<file path="src/rtl/flash_cmd_pkg.sv">
package flash_cmd_pkg;

    localparam int DEC_AW = 12;

    typedef enum logic [1:0] {
        MODE_ARRAY  = 2'b00,
        MODE_QUERY  = 2'b01,
        MODE_BYPASS = 2'b10
    } rd_mode_e;

    typedef enum logic [3:0] {
        ST_BASE,
        ST_U1,
        ST_U2,
        ST_PROG,
        ST_E80,
        ST_EU1,
        ST_EU2,
        ST_COLLECT,
        ST_BPX
    } seq_state_e;

    localparam logic [7:0] CD_UNLK1  = 8'hAA;
    localparam logic [7:0] CD_UNLK2  = 8'h55;
    localparam logic [7:0] CD_QUERY  = 8'h90;
    localparam logic [7:0] CD_PROG   = 8'hA0;
    localparam logic [7:0] CD_ERSETUP = 8'h80;
    localparam logic [7:0] CD_SECT   = 8'h30;
    localparam logic [7:0] CD_BULK   = 8'h10;
    localparam logic [7:0] CD_SUSP   = 8'hB0;
    localparam logic [7:0] CD_RESET  = 8'hF0;
    localparam logic [7:0] CD_BYPASS = 8'h20;
    localparam logic [7:0] CD_BPEXIT = 8'h00;

    localparam logic [DEC_AW-1:0] AD_A = 12'h555;
    localparam logic [DEC_AW-1:0] AD_B = 12'hAAA;

    function automatic logic hit(input logic [7:0] d, input logic [DEC_AW-1:0] a,
                                 input logic [7:0] dc, input logic [DEC_AW-1:0] ac);
        return (d == dc) && (a == ac);
    endfunction

endpackage

</file>
<file path="src/rtl/flash_wr_capture.sv">
module flash_wr_capture #(
    parameter int AW = 16
) (
    input  logic          clk,
    input  logic          rst,
    input  logic          wr_n,
    input  logic [AW-1:0] addr,
    input  logic [7:0]    wdata,
    output logic          evt_vld,
    output logic [AW-1:0] evt_addr,
    output logic [7:0]    evt_data
);
    logic          wr_q;
    logic [AW-1:0] addr_lat;
    logic          fall, rise;

    assign fall = wr_q & ~wr_n;
    assign rise = ~wr_q & wr_n;

    always_ff @(posedge clk) begin
        if (rst) begin
            wr_q     <= 1'b1;
            addr_lat <= '0;
            evt_vld  <= 1'b0;
            evt_addr <= '0;
            evt_data <= '0;
        end else begin
            wr_q    <= wr_n;
            evt_vld <= rise;
            if (fall) addr_lat <= addr;
            if (rise) begin
                evt_addr <= addr_lat;
                evt_data <= wdata;
            end
        end
    end
endmodule

</file>
<file path="src/rtl/flash_win_timer.sv">
module flash_win_timer #(
    parameter int WIN_CYC = 8000
) (
    input  logic clk,
    input  logic rst,
    input  logic start,
    output logic expire
);
    localparam int CW = $clog2(WIN_CYC + 1);

    logic [CW-1:0] cnt;
    logic          run;

    assign expire = run && !start && (cnt == CW'(1));

    always_ff @(posedge clk) begin
        if (rst) begin
            cnt <= '0;
            run <= 1'b0;
        end else if (start) begin
            cnt <= CW'(WIN_CYC);
            run <= 1'b1;
        end else if (run) begin
            cnt <= cnt - CW'(1);
            if (cnt == CW'(1)) run <= 1'b0;
        end
    end
endmodule

</file>
<file path="src/rtl/flash_seq_fsm.sv">
module flash_seq_fsm
    import flash_cmd_pkg::*;
#(
    parameter int AW    = 16,
    parameter int NSECT = 8
) (
    input  logic             clk,
    input  logic             rst,
    input  logic             evt_vld,
    input  logic [AW-1:0]    evt_addr,
    input  logic [7:0]       evt_data,
    input  logic [NSECT-1:0] sect_sel,
    input  logic             erase_busy,
    input  logic             erase_susp,
    input  logic             win_expire,
    output logic             win_start,
    output logic             prog_go,
    output logic [AW-1:0]    prog_addr,
    output logic [7:0]       prog_data,
    output logic             erase_go,
    output logic [NSECT-1:0] erase_mask,
    output logic             erase_bulk,
    output logic             susp_go,
    output logic             resume_go,
    output rd_mode_e         mode
);
    seq_state_e          st;
    logic [NSECT-1:0]    acc_mask;
    logic [DEC_AW-1:0]   a;
    logic [7:0]          d;
    logic                any_sel;

    assign a       = evt_addr[DEC_AW-1:0];
    assign d       = evt_data;
    assign any_sel = |sect_sel;

    always_ff @(posedge clk) begin
        if (rst) begin
            st         <= ST_BASE;
            mode       <= MODE_ARRAY;
            acc_mask   <= '0;
            win_start  <= 1'b0;
            prog_go    <= 1'b0;
            prog_addr  <= '0;
            prog_data  <= '0;
            erase_go   <= 1'b0;
            erase_mask <= '0;
            erase_bulk <= 1'b0;
            susp_go    <= 1'b0;
            resume_go  <= 1'b0;
        end else begin
            prog_go    <= 1'b0;
            erase_go   <= 1'b0;
            erase_bulk <= 1'b0;
            susp_go    <= 1'b0;
            resume_go  <= 1'b0;
            win_start  <= 1'b0;
            if (st == ST_COLLECT && win_expire) begin
                erase_go   <= 1'b1;
                erase_mask <= acc_mask;
                st         <= ST_BASE;
            end else if (evt_vld) begin
                unique case (st)
                    ST_BASE: begin
                        unique case (mode)
                            MODE_QUERY: begin
                                if (d == CD_RESET) mode <= MODE_ARRAY;
                            end
                            MODE_BYPASS: begin
                                if (d == CD_PROG)       st <= ST_PROG;
                                else if (d == CD_QUERY) st <= ST_BPX;
                            end
                            default: begin
                                if (hit(d, a, CD_UNLK1, AD_A)) st <= ST_U1;
                                else if (d == CD_SUSP)    susp_go   <= erase_busy && !erase_susp;
                                else if (d == CD_SECT)    resume_go <= erase_susp;
                            end
                        endcase
                    end
                    ST_U1: st <= hit(d, a, CD_UNLK2, AD_B) ? ST_U2 : ST_BASE;
                    ST_U2: begin
                        st <= ST_BASE;
                        if (a == AD_A) begin
                            if (d == CD_QUERY)        mode <= MODE_QUERY;
                            else if (d == CD_PROG)    st   <= ST_PROG;
                            else if (d == CD_ERSETUP) st   <= ST_E80;
                            else if (d == CD_BYPASS)  mode <= MODE_BYPASS;
                        end
                    end
                    ST_PROG: begin
                        prog_go   <= 1'b1;
                        prog_addr <= evt_addr;
                        prog_data <= d;
                        st        <= ST_BASE;
                    end
                    ST_E80: st <= hit(d, a, CD_UNLK1, AD_A) ? ST_EU1 : ST_BASE;
                    ST_EU1: st <= hit(d, a, CD_UNLK2, AD_B) ? ST_EU2 : ST_BASE;
                    ST_EU2: begin
                        st <= ST_BASE;
                        if (d == CD_SECT && any_sel) begin
                            acc_mask  <= sect_sel;
                            win_start <= 1'b1;
                            st        <= ST_COLLECT;
                        end else if (hit(d, a, CD_BULK, AD_A)) begin
                            erase_go   <= 1'b1;
                            erase_bulk <= 1'b1;
                            erase_mask <= '1;
                        end
                    end
                    ST_COLLECT: begin
                        if (d == CD_SECT && any_sel) begin
                            acc_mask  <= acc_mask | sect_sel;
                            win_start <= 1'b1;
                        end
                    end
                    ST_BPX: begin
                        if (d == CD_BPEXIT) mode <= MODE_ARRAY;
                        st <= ST_BASE;
                    end
                    default: st <= ST_BASE;
                endcase
            end
        end
    end
endmodule

</file>
<file path="src/rtl/flash_cmd_decoder.sv">
module flash_cmd_decoder
    import flash_cmd_pkg::*;
#(
    parameter int BUS_AW = 16,
    parameter int NSECT  = 8,
    parameter int CLK_HZ = 100_000_000,
    parameter int WIN_US = 80
) (
    input  logic              clk,
    input  logic              rst,
    input  logic              wr_n,
    input  logic [BUS_AW-1:0] addr,
    input  logic [7:0]        wdata,
    input  logic [NSECT-1:0]  sect_sel,
    input  logic [NSECT-1:0]  sect_prot,
    input  logic              erase_busy,
    input  logic              erase_susp,
    output logic              prog_go,
    output logic [BUS_AW-1:0] prog_addr,
    output logic [7:0]        prog_data,
    output logic              erase_go,
    output logic [NSECT-1:0]  erase_mask,
    output logic              erase_bulk,
    output logic              susp_go,
    output logic              resume_go,
    output logic [1:0]        rd_mode,
    output logic              qry_hit,
    output logic [7:0]        qry_data
);
    localparam int WIN_CYC = (CLK_HZ / 1_000_000) * WIN_US;

    logic              evt_vld;
    logic [BUS_AW-1:0] evt_addr;
    logic [7:0]        evt_data;
    logic              win_start, win_expire;
    rd_mode_e          mode;

    flash_wr_capture #(.AW(BUS_AW)) u_cap (
        .clk(clk), .rst(rst), .wr_n(wr_n), .addr(addr), .wdata(wdata),
        .evt_vld(evt_vld), .evt_addr(evt_addr), .evt_data(evt_data)
    );

    flash_win_timer #(.WIN_CYC(WIN_CYC)) u_win (
        .clk(clk), .rst(rst), .start(win_start), .expire(win_expire)
    );

    flash_seq_fsm #(.AW(BUS_AW), .NSECT(NSECT)) u_fsm (
        .clk(clk), .rst(rst),
        .evt_vld(evt_vld), .evt_addr(evt_addr), .evt_data(evt_data),
        .sect_sel(sect_sel), .erase_busy(erase_busy), .erase_susp(erase_susp),
        .win_expire(win_expire), .win_start(win_start),
        .prog_go(prog_go), .prog_addr(prog_addr), .prog_data(prog_data),
        .erase_go(erase_go), .erase_mask(erase_mask), .erase_bulk(erase_bulk),
        .susp_go(susp_go), .resume_go(resume_go), .mode(mode)
    );

    assign rd_mode  = mode;
    assign qry_hit  = (mode == MODE_QUERY) && (addr[7:0] == 8'h02);
    assign qry_data = {7'b0, |(sect_sel & sect_prot)};
endmodule

</file>
<file path="config.mk">
export PLATFORM = sky130hd
export DESIGN_NAME = flash_cmd_decoder
export DESIGN_NICKNAME = d
export VERILOG_FILES = /design/src/rtl/flash_cmd_pkg.sv /design/src/rtl/flash_wr_capture.sv /design/src/rtl/flash_win_timer.sv /design/src/rtl/flash_seq_fsm.sv /design/src/rtl/flash_cmd_decoder.sv
export SDC_FILE = /design/constraint.sdc
export NUM_CORES = 1
export LEC_CHECK = 0
export ABC_CLOCK_PERIOD_IN_PS = 2390
export BUFFER_PORTS_ARGS = -buffer_cell sky130_fd_sc_hd__buf_2
export CORE_MARGIN = 2
export CORE_UTILIZATION = 47
export CTS_CLUSTER_SIZE = 10
export DETAILED_ROUTE_END_ITERATION = 12
export PLACE_DENSITY = 0.77
export SLEW_MARGIN = 30
export SYNTH_ARGS = -nofsm -noshare
export SYNTH_HDL_FRONTEND = slang
export SYNTH_SLANG_ARGS = --single-unit
export TNS_END_PERCENT = 50
</file>
<file path="constraint.sdc">
create_clock -name clk -period 2.39 [get_ports clk]
set_input_delay 0.478 -clock clk [delete_from_list [all_inputs] [get_ports clk]]
set_output_delay 0.478 -clock clk [all_outputs]
set_load 0.01 [all_outputs]
</file>
==> results.py <==
metrics = {
    "yosys": {
        "synth_area_um2": 4530,
        "synth_cell_type_count": 60,
        "yosysTopAreaCell": "dfxtp_1",
        "ys_seq_area_share_pct": 47.7,
        "synthAdderAreaFrac_pct": 0.552,
        "synth_common_cells": "dfxtp_1, nand2_1, nor2_1",
        "ys_seq_elements": 108,
        "synthArstFlopShare_pct": 0,
        "ys.warnings.count": 0,
        "avgSynthCellArea_um2": 8.83,
        "synthFlopType": "dfxtp_1",
        "yosys.area_share.simple_pct": 26.0,
        "synth_cells": 513,
        "synth-xor-area-share_pct": 2.13,
        "synth-compound-area-share_pct": 13.0,
        "synth_area_leaders": "dfxtp_1, nand2_1, mux2i_1",
        "synth_edf_count": 0,
        "yosysTopAreaCellShare_pct": 47.7,
        "synth_top_family_by_area": "simple AND/OR/NAND/NOR gates",
        "yosys-mux-area-fraction_pct": 5.77,
        "synth.most_common_cell": "dfxtp_1",
    },
    "grt": {
        "track_usage_pct": 21.5,
        "grt_pass1_wl_mm": 17.8,
        "grt_max_degree": 43,
        "grt_pass1_vias": 3792,
        "grt_remaining_overflow": 0,
        "antenna_found_initial": 0,
    },
    "floorplanning": {
        "rows": 35,
        "io_pins": 93,
        "dieHeight_um": 102,
        "fp.dieW_um": 102,
        "die_area_um2": 10400,
        "core-area_um2": 9280,
        "initial_core_util_pct": 48.8,
    },
    "timing": {
        "slew_headroom_pct": 54.3,
        "period_share_pct": 94.2,
        "drv_slew": 0,
        "hold_viol": 0,
        "tightestPinTransition_ps": 683,
        "grt_setup_unrepaired": "no",
        "post-route-min-period_ps": 2250,
        "hold_ws_ps": 308,
        "finalSetupViolations": 0,
        "finClkSkew_ps": 16.5,
        "tns_ps": 0,
        "fmax_ghz": 0.444,
    },
    "cts": {
        "postCtsSetupRepairBufs": 0,
        "clock_path_buffers": 2,
        "cts-buffers-inserted": 9,
        "clk_pin_slew_worst_paths_ps": 100,
        "cts_root_buf": "clkbuf_8",
        "numClockSinks": 108,
        "cts_resized": 0,
        "hold_buffers": 0,
        "htreeDepth": 3,
        "clk_latency_ps": 380,
        "cts_tree": "built",
    },
    "critical_path": {
        "crit_type": "register to register",
        "crit_start": "u_cap.evt_data[1]",
        "crit_end": "u_fsm.acc_mask[2]",
        "start_kind": "register",
        "rr_worst_depth": 6,
        "worstPathMaxFanout": 8,
        "cp.arrival_ps": 2520,
        "worstReg2RegStart": "u_cap.evt_data[1]",
        "crit_required_ps": 2660,
        "reg2reg_slack_ps": 140,
        "r2r_end": "u_fsm.acc_mask[2]",
        "end_kind": "register",
    },
    "power_and_ir_drop": {
        "pwr-share-clk_pct": 36.5,
        "cellLeakagePower_nw": 2.08,
        "intPower_w": 0.00241,
        "comb_power_share_pct": 5.6,
        "vdd_drop_max_mv": 0.340,
        "switching_share_pct": 24.1,
        "seqPwrFrac_pct": 57.9,
        "p_switching_w": 0.000765,
        "p_per_area_nw_per_um2": 599,
    },
    "route": {
        "wl_per_cell_um": 14.8,
        "drc_errors": 0,
        "via_count": 3892,
        "drt_wl_total_mm": 10.7,
        "via_per_inst": 5.37,
        "ant_nets": 0,
        "drt-pass1-iter-count": 5,
        "drtIter0Drc": 163,
    },
    "worst_hold_path": {
        "min_path_type": "input pin to register",
    },
    "final_layout": {
        "drive_above_1_share_pct": 23.0,
        "diodes": 0,
        "synthToLayoutAreaGrowth_pct": 17.2,
        "nNetsFinal": 638,
    },
    "flow_run": {
        "max-cap-violations": 0,
    },
    "run_status": {
        "outcome": "completed",
    },
    "place": {
        "hpwlAfterDp_mm": 7.70,
        "finalWeightedCongestion": 0.877,
        "io_buffers": 85,
    },
}
## logic make-up (layout without fill, tap and decap cells)
| logic type | Yosys count | count (layout) |
|---|---|---|
| other | 1 | 7 |
| flip-flops | 108 | 108 |
| XOR/XNOR | 11 | 11 |
| adder cells (fa/ha/maj) | 2 | 2 |
| AO/OA/AOI/OAI | 87 | 87 |
| AND/OR/NAND/NOR | 231 | 231 |
| multiplexers | 26 | 26 |
| buffers and inverters | 47 | 124 |
## layout by cell type, fill, tap and decap left out, types with 8 or more instances in the layout
cell type	n
clkbuf_8	10
o221a_1	8
buf_4	17
a22o_1	9
nor4_1	11
a21oi_1	47
nand2b_1	10
nor2_1	54
dfxtp_1	108
nand2_1	91
buf_2	85
xnor2_1	8
mux2i_1	25
## worst max-delay path: stages, from the launching register on
cell and delay [ps]:
dfxtp_1 320, or4_4 580, nor3_4 170, or3b_4 410, nor3_4 230, a21oi_2 150
a22o_1 270
## per-layer routing
layer  part of all wire (%)  track usage, %
met3                    6.1            5.13
met1                     43            26.0
met4                    2.0            8.00
met5                      0               0
met2                     49            37.2
## cell type report
cell class                 count  area (µm²)
fill                         834        3980
multi-input combinational    364        2190
sequential                   108        2160
timing repair buffer         103         573
tap                          129         161
clock buffer                  10         138
clock inverter                 6        68.8
inverter                       5        18.8
## worst min path at each step
stage / from / end / slack [ps] / cells past startpoint
after global placement: u_cap.addr_lat[13] / u_cap.evt_addr[13] / 440 / 2
after global routing: erase_susp / u_fsm.susp_go / 290 / 2
after floorplan: u_cap.addr_lat[12] / u_cap.evt_addr[12] / 430 / 2
after detailed placement: u_cap.addr_lat[10] / u_cap.evt_addr[10] / 450 / 2
final: erase_susp / u_fsm.susp_go / 310 / 2
after CTS: erase_susp / u_fsm.susp_go / 300 / 2
## through the flow
step           instances  cell area (µm²)  util [%]  worst slack (ps)  total power, W
6_report             725             5310      57.2               139         0.00318
5_1_grt              725             5310      57.2              5.44         0.00328
4_1_cts              725             5310      57.2               137         0.00320
3_5_place_dp         709             5100      54.9               176         0.00206
3_3_place_gp         709             5100      54.9               199         0.00206
2_1_floorplan        519             4550         -               270         0.00199
## state kept, by name, indices dropped and copies added (netlist names), 4 cells and up
name and cells:
u_cap.evt_addr 16, u_fsm.prog_data 8, u_fsm.acc_mask 8, u_fsm.prog_addr 16, u_fsm.st 4, u_cap.evt_data 8, u_win.cnt 13, u_fsm.erase_mask 8
u_cap.addr_lat 16
## power by group through the flow
stage                     clock network, W  registers [W]  logic [W]
after CTS                          0.00118        0.00184   0.000179
after global placement                   0        0.00188   0.000175
final                              0.00116        0.00184   0.000179
after floorplan                          0        0.00187   0.000115
after detailed placement                 0        0.00188   0.000178
after global routing               0.00124        0.00184   0.000199
Note: power is estimated with default switching activity, not from simulation.
